--- config.mk ---
export PLATFORM = sky130hd
export DESIGN_NAME = nor2_eval
export DESIGN_NICKNAME = d
export VERILOG_FILES = /design/src/rtl/nor2_eval_pkg.sv /design/src/rtl/nor2_eval_operand.sv /design/src/rtl/nor2_eval_ctrl.sv /design/src/rtl/nor2_eval_datapath.sv /design/src/rtl/nor2_eval.sv
export SDC_FILE = /design/constraint.sdc
export NUM_CORES = 2
export LEC_CHECK = 0
export BUFFER_PORTS_ARGS = -buffer_cell sky130_fd_sc_hd__buf_2
export CORE_MARGIN = 5
export CORE_UTILIZATION = 51
export CTS_BUF_LIST = sky130_fd_sc_hd__clkbuf_4 sky130_fd_sc_hd__clkbuf_8
export CTS_CLUSTER_DIAMETER = 50
export DETAILED_ROUTE_END_ITERATION = 10
export PLACE_DENSITY = 0.67
export SLEW_MARGIN = 20
export SYNTH_ARGS = -nofsm -noshare
export SYNTH_HDL_FRONTEND = slang
export SYNTH_SLANG_ARGS = --single-unit
--- constraint.sdc ---
create_clock -name clk -period 10.1 [get_ports clk]
set_input_delay 0.505 -clock clk [delete_from_list [all_inputs] [get_ports clk]]
set_output_delay 0.505 -clock clk [all_outputs]
set_load 0.03 [all_outputs]
--- src/rtl/nor2_eval_pkg.sv ---
package nor2_eval_pkg;

  typedef enum logic {
    SEQ_IDLE = 1'b0,
    SEQ_RUN  = 1'b1
  } nor2SeqState_t;

  // strobes from the sequencer to the datapath
  typedef struct packed {
    logic capture;  // latch the input vector
    logic evalEn;   // write the current gate result
    logic finish;   // load the output bus
    logic cfgLock;  // block configuration writes
  } nor2Strobes_t;

  function automatic int maxOf(input int a, input int b);
    return (a > b) ? a : b;
  endfunction

endpackage

--- src/rtl/nor2_eval_operand.sv ---
module nor2_eval_operand #(
  parameter int NUM_GATES  = 64,
  parameter int NUM_INPUTS = 16,
  parameter int SW         = 6
) (
  input  logic [SW:0]             sel,
  input  logic [NUM_INPUTS-1:0]   inBits,
  input  logic [NUM_GATES-1:0]    gateBits,
  output logic                    bitOut
);
  localparam int GW = $clog2(NUM_GATES);
  localparam int IW = $clog2(NUM_INPUTS);

  logic unusedSelBits;
  assign unusedSelBits = ^sel;

  // flag bit picks the gate file; else the low bits index the inputs
  assign bitOut = sel[SW] ? gateBits[sel[GW-1:0]] : inBits[sel[IW-1:0]];
endmodule

--- src/rtl/nor2_eval_ctrl.sv ---
module nor2_eval_ctrl
  import nor2_eval_pkg::*;
#(
  parameter int NUM_GATES = 64,
  localparam int GW = $clog2(NUM_GATES),
  localparam int CW = $clog2(NUM_GATES + 1)
) (
  input  logic          clk,
  input  logic          rstN,
  input  logic          start,
  input  logic          cfgCountWe,
  input  logic [CW-1:0] cfgCountVal,
  output nor2Strobes_t  strobes,
  output logic [GW-1:0] gateIdx,
  output logic [CW-1:0] gateCount,
  output logic          busy,
  output logic          done
);
  nor2SeqState_t state;
  logic          accept;
  logic          lastGate;
  logic          doneReg;

  assign accept   = (state == SEQ_IDLE) && start && (gateCount != '0);
  assign lastGate = (state == SEQ_RUN) && (CW'(gateIdx) == gateCount - 1'b1);

  always_ff @(posedge clk or negedge rstN) begin
    if (!rstN) begin
      state     <= SEQ_IDLE;
      gateIdx   <= '0;
      gateCount <= '0;
      doneReg   <= 1'b0;
    end else begin
      doneReg <= 1'b0;
      case (state)
        SEQ_IDLE: begin
          if (cfgCountWe && (cfgCountVal <= CW'(NUM_GATES)))
            gateCount <= cfgCountVal;
          if (accept) begin
            state   <= SEQ_RUN;
            gateIdx <= '0;
          end
        end
        SEQ_RUN: begin
          if (lastGate) begin
            state   <= SEQ_IDLE;
            gateIdx <= '0;
            doneReg <= 1'b1;
          end else begin
            gateIdx <= gateIdx + 1'b1;
          end
        end
      endcase
    end
  end

  always_comb begin
    strobes.capture = accept;
    strobes.evalEn  = (state == SEQ_RUN);
    strobes.finish  = lastGate;
    strobes.cfgLock = (state == SEQ_RUN);
  end

  assign busy = (state == SEQ_RUN);
  assign done = doneReg;
endmodule

--- src/rtl/nor2_eval_datapath.sv ---
module nor2_eval_datapath
  import nor2_eval_pkg::*;
#(
  parameter int NUM_GATES   = 64,
  parameter int NUM_INPUTS  = 16,
  parameter int NUM_OUTPUTS = 8,
  localparam int GW   = $clog2(NUM_GATES),
  localparam int IW   = $clog2(NUM_INPUTS),
  localparam int SW   = maxOf(GW, IW),
  localparam int SELW = SW + 1,
  localparam int OSW  = $clog2(NUM_OUTPUTS)
) (
  input  logic                   clk,
  input  logic                   rstN,
  input  nor2Strobes_t           strobes,
  input  logic [GW-1:0]          gateIdx,
  input  logic                   cfgGateWe,
  input  logic [GW-1:0]          cfgGateAddr,
  input  logic [SELW-1:0]        cfgSrcA,
  input  logic [SELW-1:0]        cfgSrcB,
  input  logic                   cfgMapWe,
  input  logic [OSW-1:0]         cfgMapSlot,
  input  logic [GW-1:0]          cfgMapGate,
  input  logic [NUM_INPUTS-1:0]  inVec,
  output logic [NUM_OUTPUTS-1:0] outVec
);
  logic [SELW-1:0]        srcATab [NUM_GATES];
  logic [SELW-1:0]        srcBTab [NUM_GATES];
  logic [GW-1:0]          outMap  [NUM_OUTPUTS];
  logic [NUM_INPUTS-1:0]  inReg;
  logic [NUM_GATES-1:0]   valueFile;
  logic [NUM_OUTPUTS-1:0] outReg;
  logic [NUM_OUTPUTS-1:0] laneNext;
  logic                   opA;
  logic                   opB;
  logic                   norOut;

  // gate table
  always_ff @(posedge clk or negedge rstN) begin
    if (!rstN) begin
      for (int g = 0; g < NUM_GATES; g++) begin
        srcATab[g] <= '0;
        srcBTab[g] <= '0;
      end
    end else if (cfgGateWe && !strobes.cfgLock) begin
      srcATab[cfgGateAddr] <= cfgSrcA;
      srcBTab[cfgGateAddr] <= cfgSrcB;
    end
  end

  // output map
  always_ff @(posedge clk or negedge rstN) begin
    if (!rstN) begin
      for (int k = 0; k < NUM_OUTPUTS; k++) outMap[k] <= '0;
    end else if (cfgMapWe && !strobes.cfgLock) begin
      outMap[cfgMapSlot] <= cfgMapGate;
    end
  end

  // input capture
  always_ff @(posedge clk or negedge rstN) begin
    if (!rstN)                inReg <= '0;
    else if (strobes.capture) inReg <= inVec;
  end

  // shared operator: fetch both operands, one NOR
  nor2_eval_operand #(
    .NUM_GATES(NUM_GATES), .NUM_INPUTS(NUM_INPUTS), .SW(SW)
  ) u_opA (
    .sel(srcATab[gateIdx]), .inBits(inReg), .gateBits(valueFile), .bitOut(opA)
  );

  nor2_eval_operand #(
    .NUM_GATES(NUM_GATES), .NUM_INPUTS(NUM_INPUTS), .SW(SW)
  ) u_opB (
    .sel(srcBTab[gateIdx]), .inBits(inReg), .gateBits(valueFile), .bitOut(opB)
  );

  assign norOut = ~(opA | opB);

  always_ff @(posedge clk or negedge rstN) begin
    if (!rstN)               valueFile <= '0;
    else if (strobes.evalEn) valueFile[gateIdx] <= norOut;
  end

  // output lanes forward the result being written on the final cycle
  for (genvar k = 0; k < NUM_OUTPUTS; k++) begin : g_lane
    assign laneNext[k] = (outMap[k] == gateIdx) ? norOut : valueFile[outMap[k]];
  end

  always_ff @(posedge clk or negedge rstN) begin
    if (!rstN)               outReg <= '0;
    else if (strobes.finish) outReg <= laneNext;
  end

  assign outVec = outReg;
endmodule

--- src/rtl/nor2_eval.sv ---
module nor2_eval
  import nor2_eval_pkg::*;
#(
  parameter int NUM_GATES   = 64,
  parameter int NUM_INPUTS  = 16,
  parameter int NUM_OUTPUTS = 8,
  localparam int GW   = $clog2(NUM_GATES),
  localparam int IW   = $clog2(NUM_INPUTS),
  localparam int SW   = maxOf(GW, IW),
  localparam int SELW = SW + 1,
  localparam int CW   = $clog2(NUM_GATES + 1),
  localparam int OSW  = $clog2(NUM_OUTPUTS)
) (
  input  logic                   clk,
  input  logic                   rstN,
  input  logic                   cfgGateWe,
  input  logic [GW-1:0]          cfgGateAddr,
  input  logic [SELW-1:0]        cfgSrcA,
  input  logic [SELW-1:0]        cfgSrcB,
  input  logic                   cfgCountWe,
  input  logic [CW-1:0]          cfgCountVal,
  input  logic                   cfgMapWe,
  input  logic [OSW-1:0]         cfgMapSlot,
  input  logic [GW-1:0]          cfgMapGate,
  input  logic                   start,
  input  logic [NUM_INPUTS-1:0]  inVec,
  output logic                   busy,
  output logic                   done,
  output logic [NUM_OUTPUTS-1:0] outVec
);
  nor2Strobes_t  strobes;
  logic [GW-1:0] gateIdx;
  logic [CW-1:0] gateCount;

  nor2_eval_ctrl #(.NUM_GATES(NUM_GATES)) u_ctrl (
    .clk(clk), .rstN(rstN), .start(start),
    .cfgCountWe(cfgCountWe), .cfgCountVal(cfgCountVal),
    .strobes(strobes), .gateIdx(gateIdx), .gateCount(gateCount),
    .busy(busy), .done(done)
  );

  nor2_eval_datapath #(
    .NUM_GATES(NUM_GATES), .NUM_INPUTS(NUM_INPUTS), .NUM_OUTPUTS(NUM_OUTPUTS)
  ) u_dp (
    .clk(clk), .rstN(rstN), .strobes(strobes), .gateIdx(gateIdx),
    .cfgGateWe(cfgGateWe), .cfgGateAddr(cfgGateAddr),
    .cfgSrcA(cfgSrcA), .cfgSrcB(cfgSrcB),
    .cfgMapWe(cfgMapWe), .cfgMapSlot(cfgMapSlot), .cfgMapGate(cfgMapGate),
    .inVec(inVec), .outVec(outVec)
  );
endmodule

=== After elaboration in Yosys (flattened, before gate mapping) ===
Cells that the tools add are included.

* Bits in registers: 1047
* Input bits: 58
* Output and inout bits: 10

* Add/sub/neg operators: 2
* $lt $le $gt $ge: 20
* Equal/unequal tests: 10
* Multiplexer cells: 58
* Bitwise operators: 6
* Reductions and logical operators: 12

{| class="wikitable"
|+ Operators by type and width
! operator !! number
|-
| 448-bit bitwise mux || 2
|-
| 7-bit binary-select mux with 6-bit select || 2
|-
| 6-bit by 7-bit less-than comparator with 1-bit output (second input constant) || 11
|-
| 64-bit bitwise mux || 1
|-
| 1-bit binary-select mux with 6-bit select || 10
|-
| 48-bit bitwise mux || 1
|-
| 6-bit equality test || 8
|-
| 7-bit demux with 6-bit select || 1
|-
| 7-bit 2-to-1 mux || 5
|-
| 1-bit 2-to-1 mux || 27
|-
| 6-bit demux with 3-bit select || 1
|-
| 6-bit 2-to-1 mux || 3
|-
| 7-bit greater-or-equal comparator (second input constant) || 2
|-
| 6-bit NOT with 7-bit output || 2
|-
| 6-bit one-hot mux with 2 select lines || 1
|-
| 4-bit by 5-bit less-than comparator with 1-bit output (second input constant) || 2
|-
| 1-bit logical AND || 9
|-
| 1-bit binary-select mux with 4-bit select || 2
|-
| 6-bit by 7-bit equality test with 1-bit output || 1
|-
| 7-bit <= comparator (second input constant) || 1
|-
| 7-bit by 1-bit less-than comparator with 1-bit output (second input constant) || 1
|-
| 7-bit nonzero test || 1
|-
| 7-bit by 1-bit subtractor with 7-bit output (second input constant) || 1
|-
| 6-bit by 1-bit adder with 6-bit output (second input constant) || 1
|-
| 11 further kinds || 12
|}

=== Logic depth before layout (Yosys ltp) ===
* Depth in word-level cells: 10
* Depth in mapped cells: 21
* Mapped depth without buffers: 13

=== Hierarchy ===
From an unflattened synthesis, not the netlist that was laid out.

* Cell total of the unflattened synthesis: 3989
* Area total of the unflattened synthesis: 53721.5 µm²

{| class="wikitable"
|+ Modules (own cells, without submodules)
! module !! instances !! cells each !! area an instance (µm²) !! sequential area each (µm²)
|-
| nor2_eval_datapath || 1 || 3761 || 51269.2 || 25824.8
|-
| nor2_eval_operand || 2 || 67 || 764.5 || 0.0
|-
| nor2_eval_ctrl || 1 || 94 || 923.4 || 375.4
|}

=== Least setup slack after synthesis ===
OpenSTA, ideal clock, no wires.

* Kind: register to register
* From: reg u_ctrl.gateIdx[1]
* To: reg u_dp.outReg[6] (netlist: u_dp.outVec[6])
* Arrival: 4.061 ns
* Required time: 10.034 ns
* Path slack: 5.973 ns
* Stages on the path, launching flop included: 17
* Period minus slack after synthesis: 4.127 ns
* Cell sequence: dfrtp_1 > buf_2 > buf_4 > inv_2 > mux4_2 > o31ai_1 > nand3_1 > nor3_1 > buf_6 > buf_6 > mux2_2 > o211ai_1 > o2111ai_1 > a211o_2 > a2111oi_4 > buf_6 > a31o_1

* Word-level cells in the longest chain between the ends: 10

{| class="wikitable"
|+ Ends and longest elaborated chain
! element !! RTL line !! RTL
|-
| from (decl) || nor2_eval_ctrl.sv:14 || <nowiki>output logic [GW-1:0] gateIdx,</nowiki>
|-
| from (signal assigned) || nor2_eval_ctrl.sv:50 || <nowiki>gateIdx <= gateIdx + 1'b1;</nowiki>
|-
| 6-bit NOT with 7-bit output (implied by the code) || nor2_eval_datapath.sv:70, nor2_eval_datapath.sv:76 ||
|-
| 7-bit binary-select mux with 6-bit select (on tied branches) || nor2_eval_datapath.sv:70, nor2_eval_datapath.sv:76 ||
|-
| 7-bit 2-to-1 mux (on tied branches) (2 in a row) || nor2_eval_datapath.sv:70, nor2_eval_datapath.sv:76 ||
|-
| 1-bit binary-select mux with 6-bit select / 1-bit binary-select mux with 4-bit select (equally long branches) || nor2_eval_operand.sv:18 || <nowiki>assign bitOut = sel[SW] ? gateBits[sel[GW-1:0]] : inBits[sel[IW-1:0]];</nowiki>
|-
| 1-bit 2-to-1 mux (implied by the code) || nor2_eval_operand.sv:18 ||
|-
| 1-bit 2-to-1 mux || nor2_eval_operand.sv:18 ||
|-
| 1-bit OR || nor2_eval_datapath.sv:79 || <nowiki>assign norOut = ~(opA | opB);</nowiki>
|-
| 1-bit NOT || nor2_eval_datapath.sv:79 ||
|-
| 1-bit 2-to-1 mux || nor2_eval_datapath.sv:88 || <nowiki>assign laneNext[k] = (outMap[k] == gateIdx) ? norOut : valueFile[outMap[k]];</nowiki>
|-
| to (signal assigned) || nor2_eval_datapath.sv:93 || <nowiki>else if (strobes.finish) outReg <= laneNext;</nowiki>
|-
| to (decl) || nor2_eval_datapath.sv:32 || <nowiki>logic [NUM_OUTPUTS-1:0] outReg;</nowiki>
|}

Several ways; a longest one is shown, not always the timed one. The select of a mux whose other input is x is not followed.
A chain may end at the register's enable or synchronous reset.

=== Worst setup path after layout ===
* From: reg u_ctrl.gateIdx[2]
* To: reg u_dp.valueFile[53]

* Word-level cells in the longest chain between the ends: 10

{| class="wikitable"
|+ Ends and longest elaborated chain
! element !! RTL line !! RTL
|-
| 6-bit NOT with 7-bit output (implied by the code) || nor2_eval_datapath.sv:70, nor2_eval_datapath.sv:76 ||
|-
| 7-bit binary-select mux with 6-bit select (on tied branches) || nor2_eval_datapath.sv:70, nor2_eval_datapath.sv:76 ||
|-
| 7-bit 2-to-1 mux (on tied branches) (2 in a row) || nor2_eval_datapath.sv:70, nor2_eval_datapath.sv:76 ||
|-
| 1-bit binary-select mux with 6-bit select / 1-bit binary-select mux with 4-bit select (equally long branches) || nor2_eval_operand.sv:18 ||
|-
| 1-bit 2-to-1 mux (implied by the code) || nor2_eval_operand.sv:18 ||
|-
| 1-bit 2-to-1 mux || nor2_eval_operand.sv:18 ||
|-
| 1-bit OR || nor2_eval_datapath.sv:79 ||
|-
| 1-bit NOT || nor2_eval_datapath.sv:79 ||
|-
| 64-bit bitwise mux (*) || nor2_eval_datapath.sv:83 || <nowiki>else if (strobes.evalEn) valueFile[gateIdx] <= norOut;</nowiki>
|-
| to (signal, indexed assignment) || nor2_eval_datapath.sv:83 ||
|-
| to (decl) || nor2_eval_datapath.sv:31 || <nowiki>logic [NUM_GATES-1:0] valueFile;</nowiki>
|}

Mark *: on every way between the ends. The rest lies on a longest branch, timed or not. The select of a mux whose other input is x is not followed.

==> flow_summary_export.csv <==
group,metric,value,unit
run_status,outcome,"complete, no violations",
final_layout,drive_above_1_share,45.38,%
synthesis,synth_seq_cells,1047,
route,ant_nets,0,
timing,fin_tns_setup,0,ps
hold_path,hp-class,"in -> reg",
place,port_buffers,67,
job,cap_violations,0,
global_routing,grtUsageTotal,30.83,%
setup_path,path_cells,"buf_4, or2_2, o22ai_1, o311ai_0, o221ai_1, nor4_2, nor2_1, nand2_1, o21ai_1, a211oi_1, a211oi_1, a2111oi_4, buf_4, mux2_2",
setup_path,cp_max_fo,67,
pwr,p_leak,27.74,nW
synthesis,ys_warn_count,0,
synthesis,synth_edf_count,0,
timing,finalClockSkew,49.84,ps
cts,clock_path_buffers,3,
die,dieArea,113000,µm²
synthesis,yosysSeqAreaShare,48.28,%
die,die_h,336.2,µm
final_layout,area_delta_synth_final,9.366,%
timing,fmax,147.8,MHz
route,drtIter0Drc,4265,
final_layout,final_cell_mix,"1070 x mux2_2, 1037 x dfrtp_1, 244 x mux4_2, 221 x clkbuf_8, 166 x nand2_1",
setup_path,worstSetupEndpointType,"flip-flop",
cts,cts_htree_levels,4,
timing,finalSetupViolCount,0,
cts,cts.sinks,1047,
cts,hold_buffers,30,
global_routing,grt_pass1_wl,258800,µm
cts,cts.clk_slew.worst_paths,60,ps
synthesis,synth_fp_nets,4077,
setup_path,cpMaxStageDelayCell,"nor4_2",
timing,period_share,66.99,%
pwr,p_per_area,269.2,nW/µm²
route,firstDrtPassIters,6,
global_routing,grt_max_degree,146,
cts,clk_latency,890,ps
final_layout,final_util,56.30,%
setup_path,cp-start-kind,"flip-flop",
timing,rsz0062_at_grt,"no",
die,die-width,336.2,µm
final_layout,final_nets,4025,
global_routing,grt_overflow,0,
synthesis,synth_cell_types,93,
die,io_pins,68,
place,dpl_cell_area,55110,µm²
cts,numCtsBuffers,176,
synthesis,avgSynthCellArea,13.51,µm²
timing,tightest_slew,1220,ps
cts,postCtsSetupBuffers,0,
synthesis,syn_inst,4016,
timing,hold_violations,0,
route,totalWireLength,174700,µm
timing,timing.final.max_slew_violations,0,
place,globalplace.congestion,0.9353,
cts,cts_tree,"yes",
final_layout,finalInstanceArea,59350,µm²
setup_path,crit_arrival,7560,ps
global_routing,grt_pass1_vias,37060,
place,dp_hpwl,109000,µm
setup_path,cp_data_required_time,10890,ps
cts,cts_root_buf,"clkbuf_8",
route,viasPerCell,6.735,
die,num_rows,119,
pwr,vdd_ir_drop_max,0.0004118,V
route,wl_per_cell,31.79,µm
final_layout,layout_commonest_cell,"mux2_2",
synthesis,async_reset_ff_share,100.0,%
timing,max_slew_margin,18.52,%
setup_path,max_stage_delay,1050,ps
synthesis,synth_flop_cell,"dfrtp_1",
synthesis,syn-cell-area,54260,µm²
route,vias,37010,
die,core_area,105400,µm²
cts,ctsResizeCount,0,
global_routing,antenna_found_initial,7,
timing,fin_crit,6766,ps
die,initial_core_util,51.48,%
route,drcViolationCount,0,
setup_path,criticalPathCategory,"reg -> reg",
-- Yosys cell counts, types with 16 or more instances --
library cell	count	area, µm²
a211oi_1	19	142.6
a21oi_1	48	240.2
a22oi_1	29	217.7
buf_1	35	131.4
buf_2	48	240.2
buf_4	24	180.2
buf_6	28	315.3
clkbuf_1	291	1092
dfrtp_1	1047	26200
inv_1	16	60.06
mux2_1	43	484.2
mux2_2	1070	12050
mux2i_1	164	1642
mux4_2	244	5495
nand2_1	166	623.1
nand3_1	32	160.2
nand4_1	17	106.4
nor2_1	132	495.5
nor3_1	25	125.1
o21ai_0	39	195.2
o221ai_1	61	534.3
o22ai_1	111	694.4
xnor2_1	35	306.5
xor2_1	19	166.4
-- critical path: cells and delay by family, from the launching register on --
kind	cells	cell delay [ps]
and+or+nand+nor	4	2350
AOI/OAI and AO/OA	7	1740
muxes	1	280
buffers and inverters	2	1300
DFF	1	850
-- path summary, 6_finish.rpt --
check	from	endpoint	slack, ps	depth (start not counted)
worst max-delay path	u_ctrl.gateIdx[2]	u_dp.valueFile[53]	3330	14
worst min register to register	u_dp.srcBTab[382]	u_dp.srcBTab[382]	500	1
max in group asynchronous	rstN	u_dp.srcBTab[197]	7320	4
min in group asynchronous	rstN	u_dp.srcATab[139]	270	2
worst max register to register	u_ctrl.gateIdx[2]	u_dp.valueFile[53]	3330	14
worst min-delay path	start	u_ctrl.busy	60	3
-- report_power, final --
part / leakage (nW) / internal (mW) / switching, mW
registers: 14.4 / 4.69 / 1.01
clock network: 2.06 / 2.36 / 1.80
logic: 11.3 / 2.51 / 3.61
-- per-layer routing --
| layer | GRT usage, % | wire, µm | vias up |
|---|---|---|---|
| met4 | 13.61 | 8657 | 4 |
| met5 | 0 | 26 | - |
| met3 | 7.089 | 16320 | 446 |
| li1 | - | - | 14980 |
| met1 | 42.55 | 70390 | 19620 |
| met2 | 47.13 | 79350 | 1970 |
-- registers in the layout, indices dropped and copies added (netlist names) --
register	flops
u_dp.valueFile	64
u_ctrl.gateCount	7
u_ctrl.done	1
u_dp.srcATab	448
u_dp.outMap	48
u_ctrl.gateIdx	6
u_ctrl.busy	1
u_dp.outVec	8
u_dp.srcBTab	448
u_dp.inReg	16
-- cell families (layout without fill, tap and decap cells) --
family	count (synthesis)	after routing	share of synthesized area [%]
flops	1047	1047	48.28
fa+ha+maj	3	3	0.06918
buf+inv	459	546	4.192
mux	1521	1521	36.25
simple gates	487	487	4.402
compound gates	445	445	5.933
xor+xnor	54	54	0.8716
other cells	0	2	0
-- cell type report --
cell class / count / area [µm²]
repair buffers: 210 / 1559
clock inverters: 28 / 356.6
well taps: 1391 / 1740
fillers: 8651 / 46070
multi-input cells: 2510 / 25840
flip-flops and latches: 1047 / 26220
inverters: 19 / 71.32
diodes: 2 / 5.005
clock buffers: 289 / 3552
-- per-stage QoR --
stage	hold WS [ps]	setup slack, ps	power, mW	std cells
final	62.52	3334	15.98	5496
after global routing	68.77	3188	16.50	5495
after CTS	15.32	3525	15.83	5494
after detailed placement	485.0	3555	11.68	5147
after global placement	478.5	3498	11.59	5147
after floorplan	209.4	5973	9.819	4016
Note: power is estimated with default switching activity, not from simulation.
